File: config.mk
export PLATFORM = sky130hd
export DESIGN_NAME = i2c_hs_detect
export DESIGN_NICKNAME = d
export VERILOG_FILES = /design/src/rtl/i2c_hs_detect.sv
export SDC_FILE = /design/constraint.sdc
export NUM_CORES = 1
export LEC_CHECK = 0
export BUFFER_PORTS_ARGS = -buffer_cell sky130_fd_sc_hd__buf_4
export CAP_MARGIN = 25
export CORE_AREA = 4 4 53 55
export CTS_CLUSTER_SIZE = 28
export DETAILED_ROUTE_END_ITERATION = 10
export DIE_AREA = 0 0 57 59
export HOLD_SLACK_MARGIN = 0.02
export PLACE_DENSITY = 0.71
export SLEW_MARGIN = 40
export SYNTH_ARGS = -nofsm -noshare
export SYNTH_HDL_FRONTEND = slang
export SYNTH_SLANG_ARGS = --single-unit
File: constraint.sdc
create_clock -name clk -period 1.7 [get_ports clk]
set_clock_uncertainty 0.1 [all_clocks]
set_input_delay 0 -clock clk [delete_from_list [all_inputs] [get_ports clk]]
set_output_delay 0 -clock clk [all_outputs]
set_load 0.01 [all_outputs]
File: src/rtl/i2c_hs_detect.sv
module i2c_hs_detect #(
  parameter int BYTE_W = 8,
  parameter int SFX_W  = 3
) (
  input  logic             clk,
  input  logic             rst_n,
  input  logic             scl_i,
  input  logic             sda_i,
  output logic             hs_mode,
  output logic             mode_chg,
  output logic [SFX_W-1:0] mcode_sfx
);
  localparam int CNT_W  = $clog2(BYTE_W + 1);
  localparam int HEAD_W = BYTE_W - SFX_W;
  localparam logic [HEAD_W-1:0] HEAD = HEAD_W'(1);

  typedef enum logic [1:0] {WAIT_S, SHIFT, SKIP} phase_t;

  phase_t            phase;
  logic              scl_q, sda_q;
  logic [CNT_W-1:0]  cnt;
  logic [BYTE_W-1:0] shreg;

  wire start_c  = scl_i & scl_q & sda_q & ~sda_i;
  wire stop_c   = scl_i & scl_q & ~sda_q & sda_i;
  wire scl_rise = scl_i & ~scl_q;
  wire last_bit = (cnt == CNT_W'(BYTE_W));
  wire is_code  = (shreg[BYTE_W-1:SFX_W] == HEAD);

  always_ff @(posedge clk or negedge rst_n) begin
    if (!rst_n) begin
      scl_q     <= 1'b1;
      sda_q     <= 1'b1;
      phase     <= WAIT_S;
      cnt       <= '0;
      shreg     <= '0;
      hs_mode   <= 1'b0;
      mode_chg  <= 1'b0;
      mcode_sfx <= '0;
    end else begin
      scl_q    <= scl_i;
      sda_q    <= sda_i;
      mode_chg <= 1'b0;
      if (stop_c) begin
        phase <= WAIT_S;
        cnt   <= '0;
        if (hs_mode) begin
          hs_mode  <= 1'b0;
          mode_chg <= 1'b1;
        end
      end else if (start_c) begin
        cnt   <= '0;
        phase <= hs_mode ? SKIP : SHIFT;
      end else if (scl_rise && phase == SHIFT) begin
        if (!last_bit) begin
          shreg <= {shreg[BYTE_W-2:0], sda_i};
          cnt   <= cnt + 1'b1;
        end else begin
          phase <= SKIP;
          if (is_code && sda_i) begin
            hs_mode   <= 1'b1;
            mode_chg  <= 1'b1;
            mcode_sfx <= shreg[SFX_W-1:0];
          end
        end
      end
    end
  end
endmodule


== Word level (Yosys, flattened, before mapping) ==
Index checks and enable logic that the tools add are counted.
Storage, ports and cells
  output and inout bits: 5
  register bits: 21
  input port bits: 4
Operators by class
  eq/ne operators: 5
  bitwise gates (word level): 12
  muxes and demuxes: 20
  reduce and logical (&&, ||, !) cells: 12
  $add $sub $neg: 1
Operators by type and width (count)
  $mux 4: 4
  $mux 1: 11
  $mux 2: 5
  $reduce_and 4->1: 2
  $and 1x1->1: 6
  $not 1->1: 6
  $reduce_bool 2->1: 3
  $reduce_bool 3->1: 2
  $eq 5x1->1 const B: 1
  $reduce_and 5->1: 1
  $add 4x1->4 const B: 1
  $eq 4x4->1 const B: 1
  $reduce_and 2->1: 2
  $ne 3x3->1 const B: 1
  $eq 2x1->1 const B: 1
  $logic_and 1x1->1: 2
  $ne 2x1->1 const B: 1

== Depth between registers and ports, before layout ==
  depth in word-level cells: 7
  mapped depth: 6
  mapped depth without buffers: 5

== Least setup slack after synthesis ==
Ideal clock, no wire load.
  kind: register to register
  from: register scl_q
  to: register shreg[1]
  stages on the path, launching flop included: 6
  setup time: 0.125 ns
  arrival time: 1.346 ns
  data required time: 1.475 ns
  slack: 0.128 ns
  cells stage by stage: dfstp_2 -> nor4bb_1 -> buf_4 -> and2_4 -> buf_6 -> mux2_4
On the way
  longest elaborated chain between the ends: 5
  elaborated cells between the ends (all ways): 11
RTL lines
  from (decl): RTL line 20  | logic scl_q, sda_q;
  from (signal assigned): RTL line 41  | scl_q <= scl_i;
  $and 1x1->1: RTL line 24, 25
  $and 1x1->1, on equally long branches (2 in series): RTL line 25, 24
  $not 1->1 (no source line)
  $reduce_and 4->1 (no source line) *
  to (signal assigned): RTL line 56  | shreg <= {shreg[BYTE_W-2:0], sda_i};
  to (decl): RTL line 22  | logic [BYTE_W-1:0] shreg;
Mark *: on every way between the ends. The rest lies on a longest branch, timed or not.
A chain may end at the register's enable or synchronous reset.

== Worst setup path in the final report ==
Same ends and word-level chain as after synthesis.

==> out/metrics.csv <==
stage,metric,value,unit
synth,dominant cells by area after synthesis,"dfrtp_1 (50%), mux2_1 (8.3%), mux2_4 (6.3%)",
cells_and_area,fin util,46.91,%
cells_and_area,share of post-route cells with drive strength above 1,34.12,%
timing,slew margin rel.,72.37,%
synth,synthesized area,954.7,sq um
timing,Final WS setup,0.08998,ns
worst_setup_path,CP Max Fanout,8,
floorplan,Die Height,59,um
clocking,clk_lat worst skew,0.29,ns
synth,Syn Nets,74,
timing,RSZ-0062 raised after global routing,no,
route,DRT iter0 DRCs,4,
route,via count,567,
route,WL final,1637,um
cells_and_area,"Area growth, synth to finish",17.30,%
global_route,total global routing overflow,0,
floorplan,Die W,57,um
timing,Sum Neg Setup Slack,0,ns
clocking,CTS tree,done,
timing,fin crit period,1.610,ns
global_route,global-route wire length before repair,2842,um
floorplan,site row count,18,
worst_setup_path,CP cell instances,nor4bb_1 > buf_4 > and2_4 > mux2_4,
route,number of routed nets with antenna violations,0,
synth,Mapped Cells,68,
floorplan,Starting Density,39.99,%
floorplan,Die Area,3363,sq um
cells_and_area,# fillers,231,
timing,max frequency,621.1,MHz
cells_and_area,NumNets Final,92,
placed_design,post-placement setup slack,0.03561,ns
timing,max-slew violations,0,
synth,Post-synth EDFFs,0,
global_route,vias in the first global route,557,
timing,# setup viols final,0,
synth,Syn. warnings,0,
clocking,clock sinks,21,
floorplan,# IOs,9,
synth,leading area contributor after synthesis,dfrtp_1,
synth,Post-synth ARST share,100.0,%
placed_design,GPL Wtd Cong,0.7761,
timing,"Hold Vio Cnt, Final",0,
worst_setup_path,critical path's slowest cell,dfstp_2,
route,vias per cell,4.930,
floorplan,core area,2387,sq um
clocking,Root Buffer Master,clkbuf_4,
placed_design,Post-DP HPWL,1122,um
worst_setup_path,WP buf/inv,1,
clocking,Max clock buf depth,2,
route,drc violations,0,
route,drt pass-1 iters,3,
synth,"Avg Cell Area, Syn",14.04,sq um
cells_and_area,multi-input logic area,397.9,sq um
power,VDD IR max,0.0008585,V
worst_setup_path,worst path required time,1.79,ns
route,routed len/inst,14.23,um
synth,Main synth FF type,dfrtp_1,
timing,period utilization,94.71,%
global_route,largest net degree at the start of global routing,20,
power,pwr dens,1037,nW/um^2
placed_design,IO buf count,8,
worst_setup_path,CP max stage delay,0.41,ns
hold_path,hold crit path type,input pin to async pin,
worst_setup_path,WS Path Type,register to register,
cells_and_area,"Design Area, Final",1120,sq um
global_route,initial antenna violation count,0,
worst_setup_path,Worst setup SP type,register,
synth,Cell variety after synth,31,
synth,top-area cell type share of the netlist area,49.80,%
worst_setup_path,Worst EP arrival,1.70,ns
synth,Yosys reg bits,21,
timing,slew of the pin with the lowest slew margin,0.4145,ns
job,max_cap viols,0,
placed_design,Post-DP Area,1041,sq um
synth,post-synthesis sequential area ratio,55.31,%
power,P_leak,0.0005464,uW
global_route,gr usage total,10.97,%
timing,hold slack,0.07326,ns
cells_and_area,# diodes,0,
outcome,outcome,"complete, no violations",
clocking,Clock transition at path regs,0.12,ns
clocking,CTS buffer count,3,
cells_and_area,Reg area,528.0,sq um
worst_setup_path,critical path capture point type,register,
worst_setup_path,"CP delay by family, top",simple AND/OR/NAND/NOR gates,
clocking,H-tree levels,1,
[worst paths after layout]
check                                    startpoint  cells after the start  slack [ns]                       end
max                                 scl_q$_DFF_PN1_                      4        0.09      shreg[1]$_DFFE_PN0P_
min in group clk                              sda_i                      2        0.29           sda_q$_DFF_PN1_
max in group asynchronous                     rst_n                      3        1.03        cnt[3]$_DFFE_PN0P_
max reg2reg                         scl_q$_DFF_PN1_                      4        0.09      shreg[1]$_DFFE_PN0P_
min reg2reg                mcode_sfx[2]$_DFFE_PN0P_                      1        0.41  mcode_sfx[2]$_DFFE_PN0P_
min                                           rst_n                      2        0.07           sda_q$_DFF_PN1_
[cells by family after synthesis]
kind of cell               count (synthesis)  share of synthesized area (%)
DFF                                       21                          55.31
and+or+nand+nor                           18                          14.68
muxes                                     13                          16.78
AOI/OAI and AO/OA                          7                          5.635
buffers and inverters                      5                          3.146
xor gates and xnor gates                   2                          1.835
adders and majority gates                  2                          2.621
[cell type report]
class,count,area share [%]
well taps,30,3.352
flip-flops and latches,21,47.15
clock inverters,1,0.4469
multi-input cells,42,35.53
inverters,3,1.006
clock buffers,3,2.011
repair buffers,15,10.50
[synthesized netlist by cell type (2+ instances only)]
library cell / number
dfrtp_1: 19
mux2_1: 7
mux2_4: 4
nand2_1: 4
inv_1: 3
a22o_1: 2
dfstp_2: 2
ha_1: 2
nand3_1: 2
nand4b_1: 2
[power by group]
group          internal (uW)  switching [uW]
Clock                   87.4             145
Combinational            158            96.1
Sequential               597            79.4
[worst reg2reg max path, stage by stage, from the launching register on]
cell and delay [ns]:
dfstp_2 0.41, nor4bb_1 0.27, buf_4 0.21, and2_4 0.22
mux2_4 0.31
[stage by stage]
step | std cells | total power [uW]
3_3_place_gp | 105 | 897.1
3_5_place_dp | 105 | 914.0
2_1_floorplan | 68 | 843.0
4_1_cts | 113 | 1161
5_1_grt | 115 | 1240
6_report | 115 | 1162
[cell usage in the layout (no fill, tap or decap)]
cell type | netlist | final
a21oi_1 | 1 | 1
a22o_1 | 2 | 2
a31o_1 | 1 | 1
a31o_2 | 1 | 1
a32oi_1 | 1 | 1
and2_4 | 1 | 1
and3b_2 | 0 | 1
and4b_1 | 1 | 1
buf_2 | 0 | 1
buf_4 | 1 | 11
clkbuf_4 | 0 | 3
clkinv_2 | 0 | 1
dfrtp_1 | 19 | 19
dfstp_2 | 2 | 2
dlygate4sd3_1 | 0 | 3
ha_1 | 2 | 2
inv_1 | 3 | 3
mux2_1 | 7 | 7
mux2_2 | 1 | 1
mux2_4 | 4 | 4
mux2i_1 | 1 | 1
nand2_1 | 4 | 4
nand2_2 | 1 | 1
nand3_1 | 2 | 2
nand3b_1 | 1 | 1
nand4_4 | 1 | 1
nand4b_1 | 2 | 2
nor2_1 | 1 | 1
nor2b_1 | 1 | 1
nor4b_2 | 1 | 1
nor4bb_1 | 1 | 1
o21ai_0 | 1 | 1
xnor2_1 | 1 | 1
xor2_1 | 1 | 1
[timing repair]
item                                    4_1_cts  5_1_grt
endpoints found under the setup margin        0        7
resized for setup                             0        1
endpoints found under the hold margin        27        0
hold buffers                                  4        0
setup buffers                                 0        2
[metal layers]
layer / vias to the layer above / track usage [%] / share of wire, %
li1: 279 / - / -
met1: 281 / 14.55 / 45
met2: 5 / 17.78 / 51
met3: 2 / 3.050 / 2.9
met4: 0 / 2.980 / 1.0
met5: - / 0 / 0
[state kept, by name, indices dropped and copies added, names as in the netlist]
register,flops
shreg,8
cnt,4
mcode_sfx,3
phase,2
hs_mode,1
mode_chg,1
scl_q,1
sda_q,1
No activity file was read; power rests on OpenSTA's default activity.
